File: src/rtl/edo_cyc_pkg.sv
package edo_cyc_pkg;

    typedef enum logic [2:0] {
        CYC_IDLE = 3'd0,
        CYC_READ = 3'd1,
        CYC_EWR  = 3'd2,
        CYC_DWR  = 3'd3,
        CYC_RMW  = 3'd4,
        CYC_CBR  = 3'd5,
        CYC_ROR  = 3'd6,
        CYC_RDZ  = 3'd7
    } cyc_e;

    localparam int NSTROBE = 5;
    localparam int SI_RAS  = 4;
    localparam int SI_UC   = 3;
    localparam int SI_LC   = 2;
    localparam int SI_WE   = 1;
    localparam int SI_OE   = 0;

endpackage

File: src/rtl/cyc_ctrl.sv
module cyc_ctrl
    import edo_cyc_pkg::*;
#(
    parameter int K  = 3,
    parameter int LW = 8
) (
    input  logic                clk,
    input  logic                rst_n,
    input  logic                ras_n,
    input  logic                ucas_n,
    input  logic                lcas_n,
    input  logic                we_n,
    input  logic                oe_n,
    input  logic [K-1:0]        addr,
    input  logic [NSTROBE-1:0]  smp,
    input  logic [2*LW-1:0]     rdata,
    output logic [2*K-1:0]      mem_addr,
    output logic [1:0]          wr_en,
    output logic [2*LW-1:0]     data,
    output logic [1:0]          drive_en,
    output cyc_e                cyc
);
    localparam int DW = 2 * LW;

    typedef struct packed {
        cyc_e          cyc;
        logic [K-1:0]  row;
        logic [K-1:0]  col;
        logic [DW-1:0] data;
        logic [1:0]    lane;
        logic          armed;
    } st_t;

    st_t  s_d, s_q;
    logic cas_hi, cas_hi_p, ras_fall, cas_fall, uc_fall, lc_fall;
    logic oe_rise, we_fall;

    always_comb begin
        cas_hi   = ucas_n & lcas_n;
        cas_hi_p = smp[SI_UC] & smp[SI_LC];
        ras_fall = smp[SI_RAS] & ~ras_n;
        cas_fall = cas_hi_p & ~cas_hi;
        uc_fall  = smp[SI_UC] & ~ucas_n;
        lc_fall  = smp[SI_LC] & ~lcas_n;
        oe_rise  = ~smp[SI_OE] & oe_n;
        we_fall  = smp[SI_WE] & ~we_n;

        s_d      = s_q;
        wr_en    = '0;
        mem_addr = {s_q.row, s_q.col};

        if (ras_fall) begin
            if (!cas_hi) begin
                s_d.cyc = CYC_CBR;
            end else begin
                s_d.cyc   = CYC_ROR;
                s_d.row   = addr;
                s_d.armed = 1'b0;
            end
        end else if (!ras_n && cas_fall && s_q.cyc != CYC_CBR) begin
            s_d.col  = addr;
            mem_addr = {s_q.row, addr};
            s_d.lane = {~ucas_n, ~lcas_n};
            if (!we_n) begin
                s_d.cyc   = CYC_EWR;
                wr_en     = {~ucas_n, ~lcas_n};
                s_d.armed = 1'b0;
            end else begin
                s_d.cyc   = oe_n ? CYC_RDZ : CYC_READ;
                s_d.data  = rdata;
                s_d.armed = 1'b1;
            end
        end else begin
            if (!ras_n && !cas_hi && s_q.cyc != CYC_CBR) begin
                if (uc_fall) s_d.lane[1] = 1'b1;
                if (lc_fall) s_d.lane[0] = 1'b1;
                if (we_fall && (s_q.cyc == CYC_READ || s_q.cyc == CYC_RDZ)) begin
                    s_d.cyc   = (s_q.cyc == CYC_READ) ? CYC_RMW : CYC_DWR;
                    wr_en     = {~ucas_n, ~lcas_n};
                    s_d.armed = 1'b0;
                end
            end
            if (cas_hi && (oe_rise || we_fall)) s_d.armed = 1'b0;
            if (ras_n && cas_hi)                s_d.armed = 1'b0;
            if (s_d.armed && !oe_n && s_d.cyc == CYC_RDZ) s_d.cyc = CYC_READ;
        end
    end

    always_ff @(posedge clk) begin
        if (!rst_n) begin
            s_q.cyc   <= CYC_IDLE;
            s_q.row   <= '0;
            s_q.col   <= '0;
            s_q.data  <= '0;
            s_q.lane  <= '0;
            s_q.armed <= 1'b0;
        end else begin
            s_q <= s_d;
        end
    end

    assign data     = s_q.data;
    assign drive_en = {2{s_q.armed & ~smp[SI_OE]}} & s_q.lane;
    assign cyc      = s_q.cyc;

    // a lane is written only while its own strobe and the row strobe are low
    p_upper_lane_r2: assert property (@(posedge clk) disable iff (!rst_n)
        wr_en[1] |-> (!ucas_n && !ras_n));
    p_lower_lane_r2: assert property (@(posedge clk) disable iff (!rst_n)
        wr_en[0] |-> (!lcas_n && !ras_n));

    // a refresh cycle never writes the array
    p_cbr_no_write_r1: assert property (@(posedge clk) disable iff (!rst_n)
        (s_q.cyc == CYC_CBR) |-> (wr_en == 2'b00));

    // drive ends only on full release, OE rise, WE low, or a row-only refresh
    p_release_r5: assert property (@(posedge clk) disable iff (!rst_n)
        $fell(s_q.armed) |-> ((smp[SI_RAS] && smp[SI_UC] && smp[SI_LC])
                              || $rose(smp[SI_OE]) || !smp[SI_WE]
                              || s_q.cyc == CYC_ROR));

    // any driven lane belongs to a read or to a hidden refresh after one
    p_drive_class_r4: assert property (@(posedge clk) disable iff (!rst_n)
        (drive_en != 2'b00) |-> (s_q.cyc == CYC_READ || s_q.cyc == CYC_CBR));

endmodule

File: config.mk
export PLATFORM = sky130hd
export DESIGN_NAME = cyc_ctrl
export DESIGN_NICKNAME = d
export VERILOG_FILES = /design/src/rtl/edo_cyc_pkg.sv /design/src/rtl/cyc_ctrl.sv
export SDC_FILE = /design/constraint.sdc
export NUM_CORES = 1
export LEC_CHECK = 0
export CORE_ASPECT_RATIO = 0.5
export CORE_MARGIN = 10
export CORE_UTILIZATION = 45
export DETAILED_ROUTE_END_ITERATION = 16
export GPL_TIMING_DRIVEN = 0
export PLACE_DENSITY = 0.85
export SLEW_MARGIN = 40
export SYNTH_ARGS = -nofsm -noshare
export SYNTH_HDL_FRONTEND = slang
export SYNTH_SLANG_ARGS = --single-unit
export TNS_END_PERCENT = 10
File: constraint.sdc
create_clock -name clk -period 3.3 [get_ports clk]
set_input_delay 0.66 -clock clk [delete_from_list [all_inputs] [get_ports clk]]
set_output_delay 0.66 -clock clk [all_outputs]
set_load 0.005 [all_outputs]
==> results_dict.tcl, run 1 <==
set metrics [dict create \
    status "finished, final reports clean" \
    diodes 0 \
    gp_congestion 0.893 \
    crit_arrival_ns 2.49 \
    critPathRequiredTime_ns 2.64 \
    syn_nets 186 \
    port_buffers 59 \
    seq_area_frac_synth_pct 38.3 \
    reg2reg_to "data[12]" \
    cp_common_cell "clkdlybuf4s50_1" \
    chipWidth_um 101 \
    synth_top_cell_area_share_pct 38.3 \
    synth.largest_area_cell "dfxtp_1" \
    hold_slack_ns 0.530 \
    ys.flop_type "dfxtp_1" \
    area_delta_synth_final_pct 48.6 \
    die-height_um 60.3 \
    synth.distinct_cells 36 \
    worstPathCellList "clkdlybuf4s50_1, a21oi_2, o21a_1, nand3_2, mux2_2, clkdlybuf4s50_1" \
    finalPower_mw 0.685 \
    cts_inserted_buffers 3 \
    worstSetupEndpointType "output pin" \
    track_usage_pct 12.0 \
    grtUsageMet2_pct 20.4 \
    dieArea_um2 6070 \
    synth_cells 155 \
    fill_cells 256 \
    multi_input_area_um2 704 \
    busiest_layer "met2" \
    min_to "s_q[24]" \
    slew_headroom_pct 72.0 \
    drtPass1Iterations 4 \
    final_max_slew_viol_count 0 \
    ff_latch_area_um2 561 \
    detail_route.wl_per_cell_um 14.4 \
    critPathLaunchType "input port" \
    grt_pass1_wl_um 5930 \
    fin_area_um2 2180 \
    globalRouteOverflowTotal 0 \
    worstSetupPathType "input port to output pin" \
    setup_violations 0 \
    power.density_nw_per_um2 315 \
    path_clk_slew_ns 0.09 \
    timing.final.crit_share_pct 95.3 \
    core_um2 3070 \
    hp-start "s_q[24]" \
    tightest_slew_ns 0.420 \
    ys_warn_count 0 \
    vias 1238 \
    period_needed_ns 3.15 \
    dpl-instance-area_um2 2100 \
    postCtsHoldBufs 0 \
    slowest_stage "clkdlybuf4s50_1" \
    met3_usage_pct 3.97 \
    synth_area_leaders "dfxtp_1 38%, mux2i_1 13%, buf_4 11%, nor2b_1 9.8%, mux2_2 2.3%" \
    async_reset_ff_share_pct 0 \
    fin_nets 250 \
    synth.avg_cell_area_um2 9.44 \
    antenna_found_initial 0 \
    syn_area_um2 1460 \
    hold_class "flip-flop to flip-flop" \
    cpPeakStageDelay_ns 0.51 \
    peakVddDrop_uv 295 \
    dp_cells 254 \
    use_met1_pct 14.7 \
    drc 0 \
    crit_buf_inv 2 \
    synthMostInstantiatedCell "dfxtp_1" \
    fin_cells 258 \
    clock_skew_ns 0.00557 \
    synth-seq-cells 28 \
    grt_pass1_vias 1149 \
    synth_enable_flop_cells 0 \
    dp_hpwl_um 3030 \
    cts_tree "yes" \
    maxCapViolCount 0 \
    rows 14 \
    detail-route-antenna-nets 0 \
    first_iter_violations 64 \
    r2r_slack_ns 1.64 \
    cp_max_fo 5 \
    grt_max_degree 16 \
    max_clock_freq_mhz 318 \
    r2r_cells 7 \
    hold_depth 2 \
    viasPerCell 4.80 \
    wl_um 3710 \
    hold_viol_final 0 \
    cts-root-buf "clkbuf_8" \
    ys_top_cells_by_count "28 x dfxtp_1, 23 x nor2b_1, 22 x buf_4, 19 x mux2i_1, 7 x nor2_1" \
    cts_max_level 1 \
    cts.sinks 28 \
    leakage_nw 0.982 \
    clk_path_buf_depth 2 \
    path_delay_family "buffers and inverters" \
    regToRegStartpoint "cyc[2]" \
    rsz0062_at_grt "false" \
    pin_count 60 \
    start_util_pct 47.8 \
    drive_above_1_share_pct 17.0 \
    clk_latency_ns 0.27 \
]
power breakdown:
part	switching, mW	total [mW]	leakage (nW)	internal, mW
Sequential	0.00768	0.354	0.227	0.347
Combinational	0.0446	0.121	0.726	0.0764
Clock	0.103	0.209	0.0288	0.107
Total	0.155	0.685	0.982	0.530
what timing repair did:
action,4_1_cts,5_1_grt
gates resized for setup,1,4
setup buffers,0,0
setup endpoints to repair,3,5
pin swaps,0,0
area by class of cell:
| cell class | count | share of cell area [%] |
|---|---|---|
| well taps | 40 | 2.30 |
| repair buffers | 59 | 27.4 |
| flip-flops and latches | 28 | 25.8 |
| inverters | 3 | 0.518 |
| plain buffers | 26 | 9.14 |
| clock buffers | 4 | 2.53 |
| multi-input cells | 98 | 32.4 |
per-layer routing:
| layer | part of all wire [%] | wire length (µm) |
|---|---|---|
| met2 | 50 | 1850 |
| met5 | 0 | 0 |
| met4 | 0.38 | 14 |
| met1 | 42 | 1580 |
| met3 | 7.4 | 276 |
worst max-delay path by stage:
| stage | startpoint | end | slack (ns) | depth (start not counted) |
|---|---|---|---|---|
| floorplan | ucas_n | mem_addr[0] | 1.22 | 4 |
| finish | ras_n | mem_addr[0] | 0.15 | 6 |
| global placement | ucas_n | mem_addr[2] | 0.007 | 6 |
| CTS | ucas_n | mem_addr[0] | 0.05 | 6 |
| detailed placement | ucas_n | mem_addr[0] | -0.01 | 6 |
| global route | we_n | wr_en[0] | 0.08 | 6 |
sequential cells by signal, indices dropped and copies added, names as in the netlist:
register,count
s_q,9
cyc,3
data,16
tightest hold or removal path, delay by kind of cell, from the launching register on:
family	cells	cell delay [ns]
multiplexers	1	0.07
flip-flops	1	0.34
AND/OR/NAND/NOR	1	0.09
stage by stage:
step | TNS (ns) | setup WS [ns] | utilization (%)
after floorplan | 0 | 1.22 | -
after global placement | 0 | 0.00683 | 68.7
after detailed placement | -0.0139 | -0.0139 | 68.7
after CTS | 0 | 0.0539 | 70.6
after global routing | 0 | 0.0833 | 71.0
final | 0 | 0.155 | 71.0
kinds of logic after synthesis:
family	count (synthesis)	synth area share, %
buffers and inverters	29	14.4
muxes	22	15.3
and+or+nand+nor	53	21.7
AOI/OAI and AO/OA	22	9.74
DFF	28	38.3
xor gates and xnor gates	1	0.598
placed cells by master, fill, tap and decap left out, drive strengths merged:
master / n
clkdlybuf4s50: 57
dfxtp: 28
buf: 24
nor2b: 23
mux2i: 19
nor2: 8
o21ai: 7
clkbuf: 6
nand2: 5
a21oi: 5
and2: 4
inv: 3
mux2: 3
nand2b: 3
and3b: 2
a31oi: 2
a32oi: 2
dlymetal6s2s: 2
nand3: 2
a21boi: 2
nand3b: 1
xor2: 1
o21a: 1
nand4: 1
a41oi: 1
nand4b: 1
a211o: 1
nor4b: 1
or4: 1
and3: 1
o31a: 1
No activity file was read; power rests on OpenSTA's default activity.
==> inputs of run 2 (changes only) <==
--- a/config.mk
+++ b/config.mk
@@ -6,7 +6,7 @@
 export NUM_CORES = 1
 export LEC_CHECK = 0
 export CORE_ASPECT_RATIO = 0.5
-export CORE_MARGIN = 10
+export CORE_MARGIN = 3
 export CORE_UTILIZATION = 45
 export DETAILED_ROUTE_END_ITERATION = 16
 export GPL_TIMING_DRIVEN = 0
==> constraint.sdc (replaced) <==
create_clock -name clk -period 3.3 [get_ports clk]
set_input_delay 0.66 -clock clk [delete_from_list [all_inputs] [get_ports clk]]
set_output_delay 0.66 -clock clk [all_outputs]
set_load 0.05 [all_outputs]
==> run 2 against run 1 <==
  * Utilization grew 4.3 points
  * Count of clock-buffer cells in the layout is the same
  * Routed wire length shrank 8.5%
  * Critical path depth is the same
  * Sequential share of layout area grew 0.54 points
  * Final cell count shrank 1.2%
  * Die area shrank 34%
  * Final area shrank 2.1%
  * Maximum frequency grew 1.7%
  * Combinational power grew 21%
  * Critical path type unchanged
==> results_dict.tcl, run 2 (synthesized netlist as in run 1, its figures left out) <==
set metrics [dict create \
    maxCapViolCount 0 \
    rsz0062_at_grt "false" \
    detail-route-antenna-nets 0 \
    timing.final.crit_share_pct 93.7 \
    tightest_slew_ns 0.513 \
    first_iter_violations 52 \
    layout_commonest_cell "clkdlybuf4s50_1" \
    finalPower_mw 0.714 \
    gp_congestion 0.876 \
    cpPeakStageDelay_ns 0.53 \
    critPathRequiredTime_ns 2.64 \
    dpl-instance-area_um2 2100 \
    path_delay_family "buffers and inverters" \
    clock_skew_ns 0.00253 \
    final_max_slew_viol_count 0 \
    fin_area_um2 2130 \
    crit_arrival_ns 2.43 \
    slowest_stage "clkdlybuf4s50_1" \
    dieArea_um2 4010 \
    cts.sinks 28 \
    switching_share_pct 26.0 \
    power.density_nw_per_um2 335 \
    top_register "data" \
    hold_viol_final 0 \
    status "finished, final reports clean" \
    track_usage_pct 18.2 \
    p_int_mw 0.528 \
    detail_route.wl_per_cell_um 13.3 \
    setup_violations 0 \
    worstSetupPathType "input port to output pin" \
    post_cts_buffers 0 \
    viasPerCell 4.91 \
    slew_headroom_pct 65.7 \
    path_clk_slew_ns 0.09 \
    p_comb_share_pct 20.5 \
    drive_above_1_share_pct 17.9 \
    clk_path_buf_depth 2 \
    cts_max_level 1 \
    final_cell_mix "54 x clkdlybuf4s50_1, 28 x dfxtp_1, 23 x nor2b_1" \
    die-height_um 46.3 \
    leakage_nw 0.968 \
    antenna_found_initial 0 \
    peakVddDrop_uv 271 \
    vias 1253 \
    cts_tree "yes" \
    crit_buf_inv 2 \
    chipWidth_um 86.7 \
    pin_count 60 \
    critPathLaunchType "input port" \
    cts-root-buf "clkbuf_8" \
    wl_um 3400 \
    r2r_slack_ns 1.68 \
    cp_max_fo 6 \
    largest_register_ffs 16 \
    grt_pass1_wl_um 5640 \
    core_um2 2830 \
    rows 13 \
    reg.largest.list "data x16, s_q x9, cyc x3" \
    hold_class "flip-flop to flip-flop" \
    diodes 0 \
    drtPass1Iterations 4 \
    grt_pass1_vias 1219 \
    fin_nets 250 \
    clockPowerShare_pct 29.8 \
    dp_hpwl_um 2690 \
    max_clock_freq_mhz 323 \
    globalRouteOverflowTotal 0 \
    worstPathCellList "clkdlybuf4s50_1, a21oi_2, o21a_1, nand3_1, mux2_2, clkbuf_2" \
    port_buffers 59 \
    cts_inserted_buffers 3 \
    area_delta_synth_final_pct 45.6 \
    drc 0 \
    period_needed_ns 3.09 \
    start_util_pct 51.7 \
    power_frac_seq_pct 49.7 \
    grt_max_degree 16 \
    switchingPower_mw 0.186 \
    clk_latency_ns 0.28 \
    worstSetupEndpointType "output pin" \
    postCtsHoldBufs 0 \
]
[run 2: path summary, 6_finish.rpt]
check | startpoint | to | cells past startpoint
worst max-delay path | ucas_n | mem_addr[1] | 6
worst min register to register | s_q[2] | s_q[2] | 2
worst max register to register | cyc[2] | cyc[1] | 7
worst min-delay path | s_q[2] | s_q[2] | 2
[run 2: cell type report]
cell class	count	area, µm²
Clock buffer	4	55.1
Multi-Input combinational cell	98	693
Timing Repair Buffer	59	566
Inverter	3	11.3
Sequential cell	28	561
Tap cell	37	46.3
Buffer	26	199
Fill cell	214	699
[run 2: what timing repair did]
item | in CTS | in global routing
gates resized for setup | 8 | 7
cloned | 0 | 0
setup endpoints to repair | 5 | 5
[run 2: worst register-to-register path, cell delays in order (launching register included)]
cell and delay [ns]:
dfxtp_1 0.44, nand2_1 0.10, o21a_1 0.23, nand4_1 0.13, buf_6 0.17, buf_8 0.17, nor2_2 0.05, nor4b_2 0.25
[run 2: metal layers]
| layer | vias to the layer above | track usage [%] | wire [µm] | part of all wire (%) |
|---|---|---|---|---|
| li1 | 633 | - | - | - |
| met1 | 577 | 22.2 | 1540 | 45 |
| met2 | 43 | 33.4 | 1620 | 48 |
| met3 | 0 | 4.29 | 232 | 6.8 |
| met4 | 0 | 4.04 | 0 | 0 |
| met5 | - | 0 | 0 | 0 |
[run 2: power groups by stage]
stage | Sequential, mW | Combinational, mW | Clock (mW)
global route | 0.356 | 0.157 | 0.235
finish | 0.355 | 0.146 | 0.213
detailed placement | 0.362 | 0.147 | 0
floorplan | 0.360 | 0.0816 | 0
global placement | 0.362 | 0.147 | 0
CTS | 0.355 | 0.147 | 0.218
[run 2: stage by stage]
step                utilization, %  instances  TNS [ns]  setup slack, ns  hold WS [ns]
floorplan                        -        155         0            0.781         0.468
detailed placement            74.2        251     -1.27           -0.285         0.501
CTS                           76.1        255         0           0.0130         0.524
global placement              74.2        251     -1.38           -0.315         0.498
finish                        75.3        255         0            0.207         0.520
global route                  75.3        255         0            0.127         0.551
==> inputs of run 3 (changes only) <==
--- a/config.mk
+++ b/config.mk
@@ -15,4 +15,3 @@
 export SYNTH_ARGS = -nofsm -noshare
 export SYNTH_HDL_FRONTEND = slang
 export SYNTH_SLANG_ARGS = --single-unit
-export TNS_END_PERCENT = 10
==> results of run 3 <==
Final layout, timing and power as in run 2 (identical DEF).
